**src/rtl/intr_vec_pkg.sv**
```systemverilog
package intr_vec_pkg;
  localparam int unsigned ADDR_SHIFT = 2;  // table entries are 4 bytes
endpackage

```
**src/rtl/intr_chain_cell.sv**
```systemverilog
module intr_chain_cell (
  input  logic clk,
  input  logic rst_n,
  input  logic req_set,
  input  logic ack_lvl,
  input  logic ack_rise,
  input  logic ack_in,
  output logic ack_out,
  output logic claim,
  output logic pend_o
);
  logic pend_q, pend_d;
  logic hold_q, hold_d;
  logic won_q, won_d;
  logic blk;

  // on the rising cycle the live request decides; afterwards the frozen copy
  assign blk     = ack_rise ? pend_q : hold_q;
  assign claim   = ack_in & blk;
  assign ack_out = ack_in & ~blk;
  assign pend_o  = pend_q;

  always_comb begin
    hold_d = hold_q;
    if (ack_rise) hold_d = pend_q;
    won_d = ack_lvl ? claim : 1'b0;
    pend_d = pend_q;
    if (req_set)               pend_d = 1'b1;
    else if (won_q && !ack_lvl) pend_d = 1'b0;
  end

  always_ff @(posedge clk or negedge rst_n) begin
    if (!rst_n) begin
      pend_q <= 1'b0;
      hold_q <= 1'b0;
      won_q  <= 1'b0;
    end else begin
      pend_q <= pend_d;
      hold_q <= hold_d;
      won_q  <= won_d;
    end
  end
endmodule

```
**src/rtl/intr_bus_merge.sv**
```systemverilog
module intr_bus_merge #(
  parameter int unsigned N_DEV = 4,
  parameter int unsigned VEC_W = 8
) (
  input  logic                   ack_lvl,
  input  logic [N_DEV-1:0]       grant,
  input  logic [N_DEV*VEC_W-1:0] vecs,
  output logic [VEC_W-1:0]       bus,
  output logic [VEC_W+1:0]       addr
);
  import intr_vec_pkg::*;
  localparam logic [VEC_W-1:0] SPURIOUS = '1;

  logic [VEC_W-1:0] ored;

  always_comb begin
    ored = '0;
    for (int i = 0; i < N_DEV; i++)
      if (grant[i]) ored = ored | vecs[i*VEC_W +: VEC_W];
    if (!ack_lvl)      bus = '0;
    else if (~|grant)  bus = SPURIOUS;
    else               bus = ored;
  end

  assign addr = {bus, {ADDR_SHIFT{1'b0}}};
endmodule

```
**src/rtl/intr_vec_chain.sv**
```systemverilog
module intr_vec_chain #(
  parameter int unsigned N_DEV = 4,
  parameter int unsigned VEC_W = 8
) (
  input  logic                   clk,
  input  logic                   rst_n,
  input  logic [N_DEV-1:0]       dev_req,
  input  logic [N_DEV*VEC_W-1:0] vec_cfg,
  input  logic                   cpu_iack,
  output logic                   cpu_irq,
  output logic [N_DEV-1:0]       ack_grant,
  output logic                   chain_ack_out,
  output logic [VEC_W-1:0]       data_bus,
  output logic [VEC_W+1:0]       vec_addr
);
  logic             iack_q;
  logic             iack_rise;
  logic [N_DEV:0]   ack_link;
  logic [N_DEV-1:0] pend;

  always_ff @(posedge clk or negedge rst_n) begin
    if (!rst_n) iack_q <= 1'b0;
    else        iack_q <= cpu_iack;
  end

  assign iack_rise   = cpu_iack & ~iack_q;
  assign ack_link[0] = cpu_iack;

  for (genvar g = 0; g < N_DEV; g++) begin : g_cell
    intr_chain_cell u_cell (
      .clk     (clk),
      .rst_n   (rst_n),
      .req_set (dev_req[g]),
      .ack_lvl (cpu_iack),
      .ack_rise(iack_rise),
      .ack_in  (ack_link[g]),
      .ack_out (ack_link[g+1]),
      .claim   (ack_grant[g]),
      .pend_o  (pend[g])
    );
  end

  assign cpu_irq       = |pend;
  assign chain_ack_out = ack_link[N_DEV];

  intr_bus_merge #(.N_DEV(N_DEV), .VEC_W(VEC_W)) u_merge (
    .ack_lvl(cpu_iack),
    .grant  (ack_grant),
    .vecs   (vec_cfg),
    .bus    (data_bus),
    .addr   (vec_addr)
  );
endmodule

```
**config.mk**
```make
export PLATFORM = sky130hd
export DESIGN_NAME = intr_vec_chain
export DESIGN_NICKNAME = d
export VERILOG_FILES = /design/src/rtl/intr_vec_pkg.sv /design/src/rtl/intr_chain_cell.sv /design/src/rtl/intr_bus_merge.sv /design/src/rtl/intr_vec_chain.sv
export SDC_FILE = /design/constraint.sdc
export NUM_CORES = 1
export LEC_CHECK = 0
export BUFFER_PORTS_ARGS = -buffer_cell sky130_fd_sc_hd__buf_2
export CAP_MARGIN = 10
export CELL_PAD_IN_SITES_DETAIL_PLACEMENT = 2
export CELL_PAD_IN_SITES_GLOBAL_PLACEMENT = 2
export CORE_MARGIN = 1
export CORE_UTILIZATION = 19
export CTS_BUF_LIST = sky130_fd_sc_hd__clkbuf_16
export DETAILED_ROUTE_END_ITERATION = 8
export PLACE_DENSITY = 0.84
export SLEW_MARGIN = 20
export SYNTH_ARGS = -nofsm -noshare
export SYNTH_HDL_FRONTEND = slang
export SYNTH_SLANG_ARGS = --single-unit
```
**constraint.sdc**
```tcl
create_clock -name clk -period 1.7 [get_ports clk]
set_input_delay 0 -clock clk [delete_from_list [all_inputs] [get_ports clk]]
set_output_delay 0 -clock clk [all_outputs]
set_load 0.005 [all_outputs]
```
==> flow_summary.toml <==
[run_status]
status = "complete, but fails checks"
violations = "setup timing"

[final_layout]
num_antenna_cells = 0
final_nets = 205
post-route-cell-area_um2 = 1598
finalNonFillerCells = 217
area_growth_syn_to_layout_pct = 79.61
drive_above_1_share_pct = 63.03

[sta]
rsz0062_at_grt = "yes"
fin_crit_ns = 2.043
finalSetupViolations = 17
finalCritPeriodShare_pct = 120.2
skew_ns = 0.001560
hold_viol = 0
report.final.slew_viol_count = 0
fmax_ghz = 0.4895
setup_ws_ns = -0.3429

[logic_synthesis]
synth_cells = 94
synthesis.area_um2 = 889.6
synth_warnings = 0
ys_types = 28
async_flop_share_pct = 100.0
avgSynthCellArea_um2 = 9.464
ys_seq_elements = 13
synth_edf_count = 0
seq_area_frac_synth_pct = 36.57
synthFlopType = "dfrtp_1"

[grt]
grt_first_pass_wirelength_um = 5575
antenna_found_initial = 0
grt_usage_pct = 14.20
overflow = 0
grt_max_degree = 15
first_global_vias = 1160

[floorplan]
die_x_um = 70.43
die_h_um = 70.43
initial_core_util_pct = 20.15
die-area_um2 = 4960
rows = 24
core-area_um2 = 4414
io_pins = 63

[worst_setup_path]
start_kind = "flip-flop"
worstRegToRegCells = 4
end_kind = "output pin"
worstSetupPathType = "reg -> out"
rrSetupSlack_ns = 0.25
crit_required_ns = 1.70
crit_arrival_ns = 2.04
r2r_end = "g_cell[2].u_cell.hold_q$_DFF_PN0_"
r2r-start = "iack_q$_DFF_PN0_"
critPathMaxFanout = 5

[placement]
placed_area_um2 = 1356
place_congestion = 0.7243
hpwl_um = 2729
place.port_buffers = 60
post-place-cells = 202

[cts]
ctsRootBufferMaster = "clkbuf_16"
clock_path_buffers = 2
clkTransAtPathRegs_ns = 0.04
cts_max_level = 1
insertion_delay_ns = 0.24
cts_tree = "done"
cts_sinks = 13
cts_buffers = 3

[hold_path]
min-delay-start = "cpu_iack"
hold_depth = 3
hold_class = "in -> reg"
min_to = "g_cell[1].u_cell.won_q$_DFF_PN0_"

[drt]
routed_wl_um = 3508
vias = 1043
firstDrtPassIters = 4
routed_via_density = 4.806
drc = 0
ant_nets = 0
drtIter0Drc = 26
drt-wirelength-per-cell_um = 16.17

[power]
ir_drop_mv = 0.2374
total_power_uw = 1116
p_per_area_nw_per_um2 = 698.2
p_leak_uw = 0.0006941

[job]
maxCapViolCount = 0
==> placed cells by master (no fill, tap or decap), types with 2 or more instances in the layout <==
master,Yosys,routed
clkbuf_16,0,3
nand2_1,14,14
inv_1,2,3
a21oi_4,2,2
buf_2,1,60
buf_4,14,15
nor2_1,7,4
conb_1,1,2
dlygate4sd3_1,0,6
a31oi_4,0,8
nor2_4,0,2
mux2i_2,0,2
a222oi_1,7,7
dfrtp_1,13,13
a21o_1,5,5
mux2_2,3,3
==> through the flow <==
step,setup WS [ns],hold slack [ns],setup TNS [ns],util (%)
floorplan,-0.009601,-0.2956,-0.06721,-
global placement,-0.09339,-0.1096,-1.240,30.73
detailed placement,-0.2603,-0.09553,-3.471,30.73
CTS,-0.3146,0.1318,-5.071,35.46
global route,-0.4471,0.1781,-6.880,36.20
finish,-0.3429,0.1382,-5.316,36.20
==> worst max path at each step <==
stage / endpoint / cells past startpoint / startpoint
6_report: vec_addr[5] / 7 / iack_q$_DFF_PN0_
5_1_grt: data_bus[7] / 6 / iack_q$_DFF_PN0_
4_1_cts: vec_addr[5] / 6 / iack_q$_DFF_PN0_
3_5_place_dp: data_bus[7] / 6 / iack_q$_DFF_PN0_
3_3_place_gp: vec_addr[4] / 6 / iack_q$_DFF_PN0_
2_1_floorplan: vec_addr[2] / 7 / iack_q$_DFF_PN0_
==> power by group <==
group          internal [uW]  switching (uW)
combinational            192             158
clock                    309             121
sequential               324            11.3
total                    825             290
==> layer usage <==
layer / GRT usage [%] / wire [um] / up-vias
li1: - / - / 478
met1: 16.00 / 1299 / 501
met2: 26.56 / 1836 / 60
met3: 3.319 / 312 / 4
met4: 3.333 / 60 / 0
met5: 0 / 0 / -
==> synthesized netlist by cell type, types with 2 or more instances <==
master	count	share of area [%]
buf_4	14	12
a31oi_1	8	5.6
nand2_1	14	5.9
nor2_1	7	3.0
mux2_2	3	3.8
mux2i_1	2	2.3
a21oi_4	2	3.7
a21o_1	5	4.2
a222oi_1	7	7.9
inv_1	2	0.84
dfrtp_1	13	37
==> state kept, by name, indices dropped and copies added (netlist names) <==
| signal | flops |
|---|---|
| g_cell.u_cell.hold_q | 4 |
| g_cell.u_cell.pend_o | 4 |
| g_cell.u_cell.won_q | 4 |
| iack_q | 1 |
==> worst max-delay path, cell delays in order, from the launching register on <==
cell and delay, ns:
dfrtp_1 0.42, and4bb_1 0.25, a21oi_4 0.19, a211oi_2 0.06, or3_4 0.38, buf_12 0.17, a31oi_4 0.18, buf_2 0.14
==> area by class of cell <==
class | count | area [um^2]
Fill cell | 506 | 2816
Multi-Input combinational cell | 63 | 600.6
Timing Repair Buffer | 83 | 520.5
Sequential cell | 13 | 325.3
Clock buffer | 3 | 75.07
Tap cell | 52 | 65.06
Inverter | 2 | 7.507
Clock inverter | 1 | 3.754
==> what timing repair did <==
item,in CTS,in global routing
buffers inserted,1,3
cloned,1,0
hold buffers,6,0
endpoints found under the setup margin,18,18
gates resized for setup,10,2
pin swaps,5,9
hold endpoints to repair,18,0
==> kinds of logic (layout without fill, tap and decap cells) <==
logic type | count (synthesis) | count (layout) | synth area share [%]
AO/OA/AOI/OAI | 27 | 27 | 25.88
buffers and inverters | 19 | 89 | 14.91
flip-flops | 13 | 13 | 36.57
AND/OR/NAND/NOR | 29 | 29 | 16.17
other | 1 | 2 | 0.4215
multiplexers | 5 | 5 | 6.048
Power figures use the tool's default switching activity.
